[src/rtl/quartic_pkg.sv]
package quartic_pkg;

    typedef enum logic {OP_MUL, OP_ADD} op_kind_e;

    // Register file slots: operands first, then partial results.
    typedef enum logic [3:0] {
        S_U, S_V, S_Z, S_A, S_B, S_W, S_Q,
        S_U2, S_U3, S_D1, S_T1, S_T2, S_T3, S_T4
    } slot_e;

    localparam int NOPND  = 7;
    localparam int NSLOT  = 14;
    localparam int NSTEP  = 16;
    localparam int NMUL   = 11;
    localparam int STEP_W = $clog2(NSTEP);

    typedef struct packed {
        op_kind_e   kind;
        slot_e      src_x;
        logic [1:0] sh_x;
        slot_e      src_y;
        logic [1:0] sh_y;
        slot_e      dst;
        logic       last;
    } uop_t;

    function automatic uop_t mul_op(slot_e x, slot_e y, slot_e d);
        return '{kind: OP_MUL, src_x: x, sh_x: 2'd0, src_y: y, sh_y: 2'd0,
                 dst: d, last: 1'b0};
    endfunction

    function automatic uop_t add_op(slot_e x, logic [1:0] sx, slot_e y,
                                    logic [1:0] sy, slot_e d, logic fin);
        return '{kind: OP_ADD, src_x: x, sh_x: sx, src_y: y, sh_y: sy,
                 dst: d, last: fin};
    endfunction

    // Fixed schedule: 11 multiplies, 5 adds, shifts implement 4x and 6x.
    function automatic uop_t step_uop(logic [STEP_W-1:0] s);
        case (s)
            4'd0:    return mul_op(S_U,  S_U,  S_U2);
            4'd1:    return mul_op(S_U2, S_U,  S_U3);
            4'd2:    return mul_op(S_V,  S_V,  S_D1);
            4'd3:    return mul_op(S_U,  S_Z,  S_T1);
            4'd4:    return mul_op(S_A,  S_V,  S_T2);
            4'd5:    return add_op(S_T1, 2'd0, S_T2, 2'd2, S_T1, 1'b0);
            4'd6:    return mul_op(S_U3, S_T1, S_T1);
            4'd7:    return mul_op(S_Q,  S_D1, S_T2);
            4'd8:    return mul_op(S_W,  S_V,  S_T3);
            4'd9:    return mul_op(S_B,  S_U,  S_T4);
            4'd10:   return add_op(S_T4, 2'd2, S_T4, 2'd1, S_T4, 1'b0);
            4'd11:   return add_op(S_T3, 2'd2, S_T4, 2'd0, S_T3, 1'b0);
            4'd12:   return mul_op(S_U,  S_T3, S_T3);
            4'd13:   return add_op(S_T2, 2'd0, S_T3, 2'd0, S_T2, 1'b0);
            4'd14:   return mul_op(S_D1, S_T2, S_T2);
            default: return add_op(S_T1, 2'd0, S_T2, 2'd0, S_T1, 1'b1);
        endcase
    endfunction

endpackage

[src/rtl/quartic_seq.sv]
module quartic_seq
    import quartic_pkg::*;
(
    input  logic clk,
    input  logic rst_n,
    input  logic start,
    output logic busy,
    output logic load,
    output uop_t uop
);

    typedef struct packed {
        logic              busy;
        logic [STEP_W-1:0] step;
    } seq_t;

    seq_t seq_d, seq_q;

    always_comb begin
        seq_d = seq_q;
        if (!seq_q.busy) begin
            if (start) begin
                seq_d.busy = 1'b1;
                seq_d.step = '0;
            end
        end else if (seq_q.step == STEP_W'(NSTEP - 1)) begin
            seq_d.busy = 1'b0;
            seq_d.step = '0;
        end else begin
            seq_d.step = seq_q.step + 1'b1;
        end
    end

    always_ff @(posedge clk or negedge rst_n) begin
        if (!rst_n) seq_q <= '0;
        else        seq_q <= seq_d;
    end

    assign busy = seq_q.busy;
    assign load = start && !seq_q.busy;
    assign uop  = step_uop(seq_q.step);

endmodule

[src/rtl/quartic_regfile.sv]
module quartic_regfile
    import quartic_pkg::*;
#(
    parameter int W  = 8,
    parameter int RW = 44
) (
    input  logic                 clk,
    input  logic                 rst_n,
    input  logic                 load,
    input  logic signed [W-1:0]  opnd [NOPND],
    input  logic                 wr_en,
    input  slot_e                wr_slot,
    input  logic signed [RW-1:0] wr_data,
    input  slot_e                rd_x,
    input  slot_e                rd_y,
    output logic signed [RW-1:0] x,
    output logic signed [RW-1:0] y
);

    logic signed [RW-1:0] rf_d [NSLOT];
    logic signed [RW-1:0] rf_q [NSLOT];

    always_comb begin
        rf_d = rf_q;
        if (load) begin
            for (int i = 0; i < NOPND; i++)
                rf_d[i] = {{(RW-W){opnd[i][W-1]}}, opnd[i]};
        end else if (wr_en) begin
            rf_d[wr_slot] = wr_data;
        end
    end

    always_ff @(posedge clk or negedge rst_n) begin
        if (!rst_n) begin
            for (int i = 0; i < NSLOT; i++) rf_q[i] <= '0;
        end else begin
            rf_q <= rf_d;
        end
    end

    assign x = rf_q[rd_x];
    assign y = rf_q[rd_y];

endmodule

[src/rtl/quartic_alu.sv]
module quartic_alu
    import quartic_pkg::*;
#(
    parameter int RW = 44
) (
    input  op_kind_e             kind,
    input  logic signed [RW-1:0] x,
    input  logic [1:0]           sh_x,
    input  logic signed [RW-1:0] y,
    input  logic [1:0]           sh_y,
    output logic signed [RW-1:0] res
);

    logic signed [RW-1:0] prod;
    logic signed [RW-1:0] sum;

    always_comb begin
        prod = x * y;
        sum  = (x <<< sh_x) + (y <<< sh_y);
        res  = (kind == OP_MUL) ? prod : sum;
    end

endmodule

[src/rtl/quartic_spline_eval.sv]
module quartic_spline_eval
    import quartic_pkg::*;
#(
    parameter int W = 8,
    localparam int RW = 5 * W + 4
) (
    input  logic                 clk,
    input  logic                 rst_n,
    input  logic                 start,
    input  logic signed [W-1:0]  u,
    input  logic signed [W-1:0]  v,
    input  logic signed [W-1:0]  z,
    input  logic signed [W-1:0]  a,
    input  logic signed [W-1:0]  b,
    input  logic signed [W-1:0]  w,
    input  logic signed [W-1:0]  q,
    output logic                 busy,
    output logic                 done,
    output logic signed [RW-1:0] result
);

    typedef struct packed {
        logic          done;
        logic [RW-1:0] result;
    } out_t;

    out_t out_d, out_q;

    logic                 load;
    uop_t                 cur_uop;
    logic signed [RW-1:0] opx, opy, alu_res;
    logic signed [W-1:0]  opnd [NOPND];

    always_comb begin
        opnd[S_U] = u;
        opnd[S_V] = v;
        opnd[S_Z] = z;
        opnd[S_A] = a;
        opnd[S_B] = b;
        opnd[S_W] = w;
        opnd[S_Q] = q;
    end

    quartic_seq u_seq (
        .clk   (clk),
        .rst_n (rst_n),
        .start (start),
        .busy  (busy),
        .load  (load),
        .uop   (cur_uop)
    );

    quartic_regfile #(.W(W), .RW(RW)) u_rf (
        .clk     (clk),
        .rst_n   (rst_n),
        .load    (load),
        .opnd    (opnd),
        .wr_en   (busy),
        .wr_slot (cur_uop.dst),
        .wr_data (alu_res),
        .rd_x    (cur_uop.src_x),
        .rd_y    (cur_uop.src_y),
        .x       (opx),
        .y       (opy)
    );

    quartic_alu #(.RW(RW)) u_alu (
        .kind (cur_uop.kind),
        .x    (opx),
        .sh_x (cur_uop.sh_x),
        .y    (opy),
        .sh_y (cur_uop.sh_y),
        .res  (alu_res)
    );

    always_comb begin
        out_d      = out_q;
        out_d.done = busy && cur_uop.last;
        if (busy && cur_uop.last) out_d.result = alu_res;
    end

    always_ff @(posedge clk or negedge rst_n) begin
        if (!rst_n) out_q <= '0;
        else        out_q <= out_d;
    end

    assign done   = out_q.done;
    assign result = out_q.result;

endmodule

[config.mk]
export PLATFORM = sky130hd
export DESIGN_NAME = quartic_spline_eval
export DESIGN_NICKNAME = d
export VERILOG_FILES = /design/src/rtl/quartic_pkg.sv /design/src/rtl/quartic_seq.sv /design/src/rtl/quartic_regfile.sv /design/src/rtl/quartic_alu.sv /design/src/rtl/quartic_spline_eval.sv
export SDC_FILE = /design/constraint.sdc
export NUM_CORES = 2
export LEC_CHECK = 0
export BUFFER_PORTS_ARGS = -buffer_cell sky130_fd_sc_hd__buf_4
export CAP_MARGIN = 20
export CORE_UTILIZATION = 54
export DETAILED_ROUTE_END_ITERATION = 16
export PLACE_DENSITY_LB_ADDON = 0.2
export SETUP_SLACK_MARGIN = 0.15
export SLEW_MARGIN = 20
export SYNTH_ARGS = -nofsm -noshare
export SYNTH_HDL_FRONTEND = slang
export SYNTH_SLANG_ARGS = --single-unit
[constraint.sdc]
create_clock -name clk -period 27.1 [get_ports clk]
set_input_delay 8.13 -clock clk [delete_from_list [all_inputs] [get_ports clk]]
set_output_delay 8.13 -clock clk [all_outputs]
set_load 0.1 [all_outputs]
==> reports/qor.txt <==
status = complete, no violations
flop and latch count out of synthesis = 666
Max Freq = 72.7 MHz
CTS clk-pin slew, worst paths = 0.06 ns
Setup crit start kind = flop
total of warnings raised by yosys = 0
Root Buffer = clkbuf_16
share of layout cells above drive strength 1 = 9.11%
CP endpoint kind = flop
Synth top area share = 24.1%
Bufs on Longest Clock Path = 3
Post-CTS Hold Fix Bufs = 0
core area = 126000 µm²
unrepaired setup endpoints after global routing = no
top_reg_cell synth = dfrtp_1
skew final = 0.0358 ns
CTS sink cnt = 666
asr flop ratio synth = 100%
first-pass GRT wire length = 428000 µm
Avg Cell Area, Syn = 8.73 µm²
# rows = 130
worst reg2reg path depth = 36
CP max stage delay = 0.83 ns
Slew Limit Fails = 0
Post-Synth Adder-Cell Area = 29.0%
CTS buffer count = 73
drt via density = 6.69
post-synthesis compound-gate area fraction = 15.1%
Fin Setup TNS = 0 ns
global route total overflow = 0
die footprint = 129000 µm²
WL per Instance = 31.1 µm
initial antenna violation count = 15
vias in the first global route = 62600
Worst Setup Path Type = flop to flop
hold path depth = 2
clock latency at the later pin of the worst-skew pair = 0.66 ns
Final Cycle Share = 50.8%
Synth area leader = dfrtp_1
largest net degree at the start of global routing = 162
Area contributors post-synth = dfrtp_1, fa_1, nand2_1
R2R Path Start = u_seq.seq_q[0]
1st-pass router iterations = 9
sequential-to-total area share from yosys stat = 24.1%
relative slew slack = 9.27%
Mapped Area = 69100 µm²
FF-to-FF End = u_rf.rf_q[169]
Hold Path Class = flop to flop
number of H-tree levels = 3
Fin. Hold Viols = 0
Die Ht = 360 µm
Starting Density = 54.7%
Critical Path RT = 27.59 ns
die outline width = 360 µm
number of distinct library cells after synthesis = 105
CTS tree = done
final WL = 294000 µm
max_cap viols = 0
Resized Gates After CTS = 0
post-synthesis xor/xnor area fraction = 2.05%
critical path fanouts, max = 71
final setup vio count = 0
post-synthesis mux area share = 6.34%
GRT Total Usage = 45.3%
Final Critical Period = 13.75 ns
Area Overhead vs Synth = 7.38%
Post-CTS Setup Bufs = 0
hold path start = result[6]
RePlAce Congestion = 1.01
number of synthesized flops with an enable pin = 0
post-detail-place hpwl = 194000 µm
Crit-path slowest cell = a31o_2
port bufs = 104
Top-Level Pins = 105
FF-to-FF setup slack = 13.35 ns
simple-gate share of the synthesized area = 14.9%
Syn Nets = 9091
Mapped Cells = 7922
Slew @ Worst Pin = 1.36 ns
DRC violations left = 0
initial DRC count = 9378
Hold Slack = 0.486 ns
Final nets = 8907
vias = 63300
end of the critical path = u_rf.rf_q[169]
largest family of logic cells by synthesized area = adder cells
Antenna Nets Post-Route = 0
CP dominant cell by count = fa_1
critical path startpoint = u_seq.seq_q[0]
arrival time worst endpoint = 14.24 ns
worst min-delay path by stage:
stage | endpoint | slack (ns)
2_1_floorplan | u_rf.rf_q[113] | 0.45
3_3_place_gp | result[6] | 0.46
3_5_place_dp | u_rf.rf_q[113] | 0.47
4_1_cts | u_rf.rf_q[113] | 0.48
5_1_grt | result[24] | 0.52
6_report | result[6] | 0.49
placed cells by master (no fill, tap or decap), types with 110 or more instances in the layout:
cell type and n:
a21oi_1 592, fa_1 823, o21ai_0 593, nand2b_1 147
nand3_1 110, dfrtp_1 665, nand2_1 996, mux2i_1 257
nor2_1 836, buf_4 314, inv_1 867, ha_1 287
worst max-delay path, delay by kind of cell, from the launching register on:
| family | cells | cell delay, ns |
|---|---|---|
| AO/OA/AOI/OAI | 9 | 4.00 |
| AND/OR/NAND/NOR | 7 | 1.65 |
| multiplexers | 1 | 0.38 |
| buffers and inverters | 7 | 1.58 |
| adder cells (fa/ha/maj) | 11 | 5.10 |
| XOR/XNOR | 1 | 0.23 |
| flip-flops | 1 | 0.60 |
metal layers:
metal / vias up / routed length, µm / global-route usage [%]
met1: 31200 / 105000 / 57.4
met2: 5141 / 121000 / 65.7
met4: 12 / 24100 / 30.0
met5: - / 80 / 0.222
met3: 1380 / 43600 / 15.7
li1: 25600 / - / -
metrics by stage:
step	instance area [µm²]	std cells	worst slack (ns)	util, %
floorplan	69100	7922	16.02	-
global placement	71600	9309	13.92	56.7
detailed placement	71600	9309	13.66	56.7
CTS	74100	9440	13.61	58.6
global route	74200	9444	12.93	58.7
finish	74200	9457	13.35	58.7
flip-flops by register name (all words and copies together) (netlist names):
signal,count
done,1
result,44
u_rf.rf_q,616
u_seq.busy,1
u_seq.seq_q,4
final cells by class:
| type | instances | area, µm² |
|---|---|---|
| clock buffer | 108 | 2150 |
| tap | 1650 | 2060 |
| sequential | 666 | 16700 |
| fill | 11300 | 52100 |
| clock inverter | 23 | 304 |
| inverter | 873 | 3280 |
| antenna | 13 | 32.5 |
| timing repair buffer | 324 | 2570 |
| multi-input combinational | 5800 | 47200 |
synthesized netlist by cell type, drive strengths merged, types with 13 or more instances:
master and count:
ha 287, a221o 47, nand3 113, fa 823
and2 33, o21ai 633, inv 870, mux4 43
dfrtp 666, a211oi 37, or2 62, a21o 56
a21oi 601, o21bai 19, clkbuf 447, or3 13
nand2b 153, buf 136, nand2 1001, a211o 19
nor2b 48, nor3 49, xnor2 95, and3 38
a31oi 63, nor2 855, o211ai 15, a22oi 44
mux2i 267, xor2 33, mux2 65, o22ai 67
cell families after synthesis:
family / after synthesis
flops: 666
fa+ha+maj: 1110
compound gates: 1767
mux: 375
simple gates: 2407
xor+xnor: 141
buf+inv: 1456
Power is not shown: default switching activity piles up to over one toggle a cycle in this logic, so the estimate is an artifact.
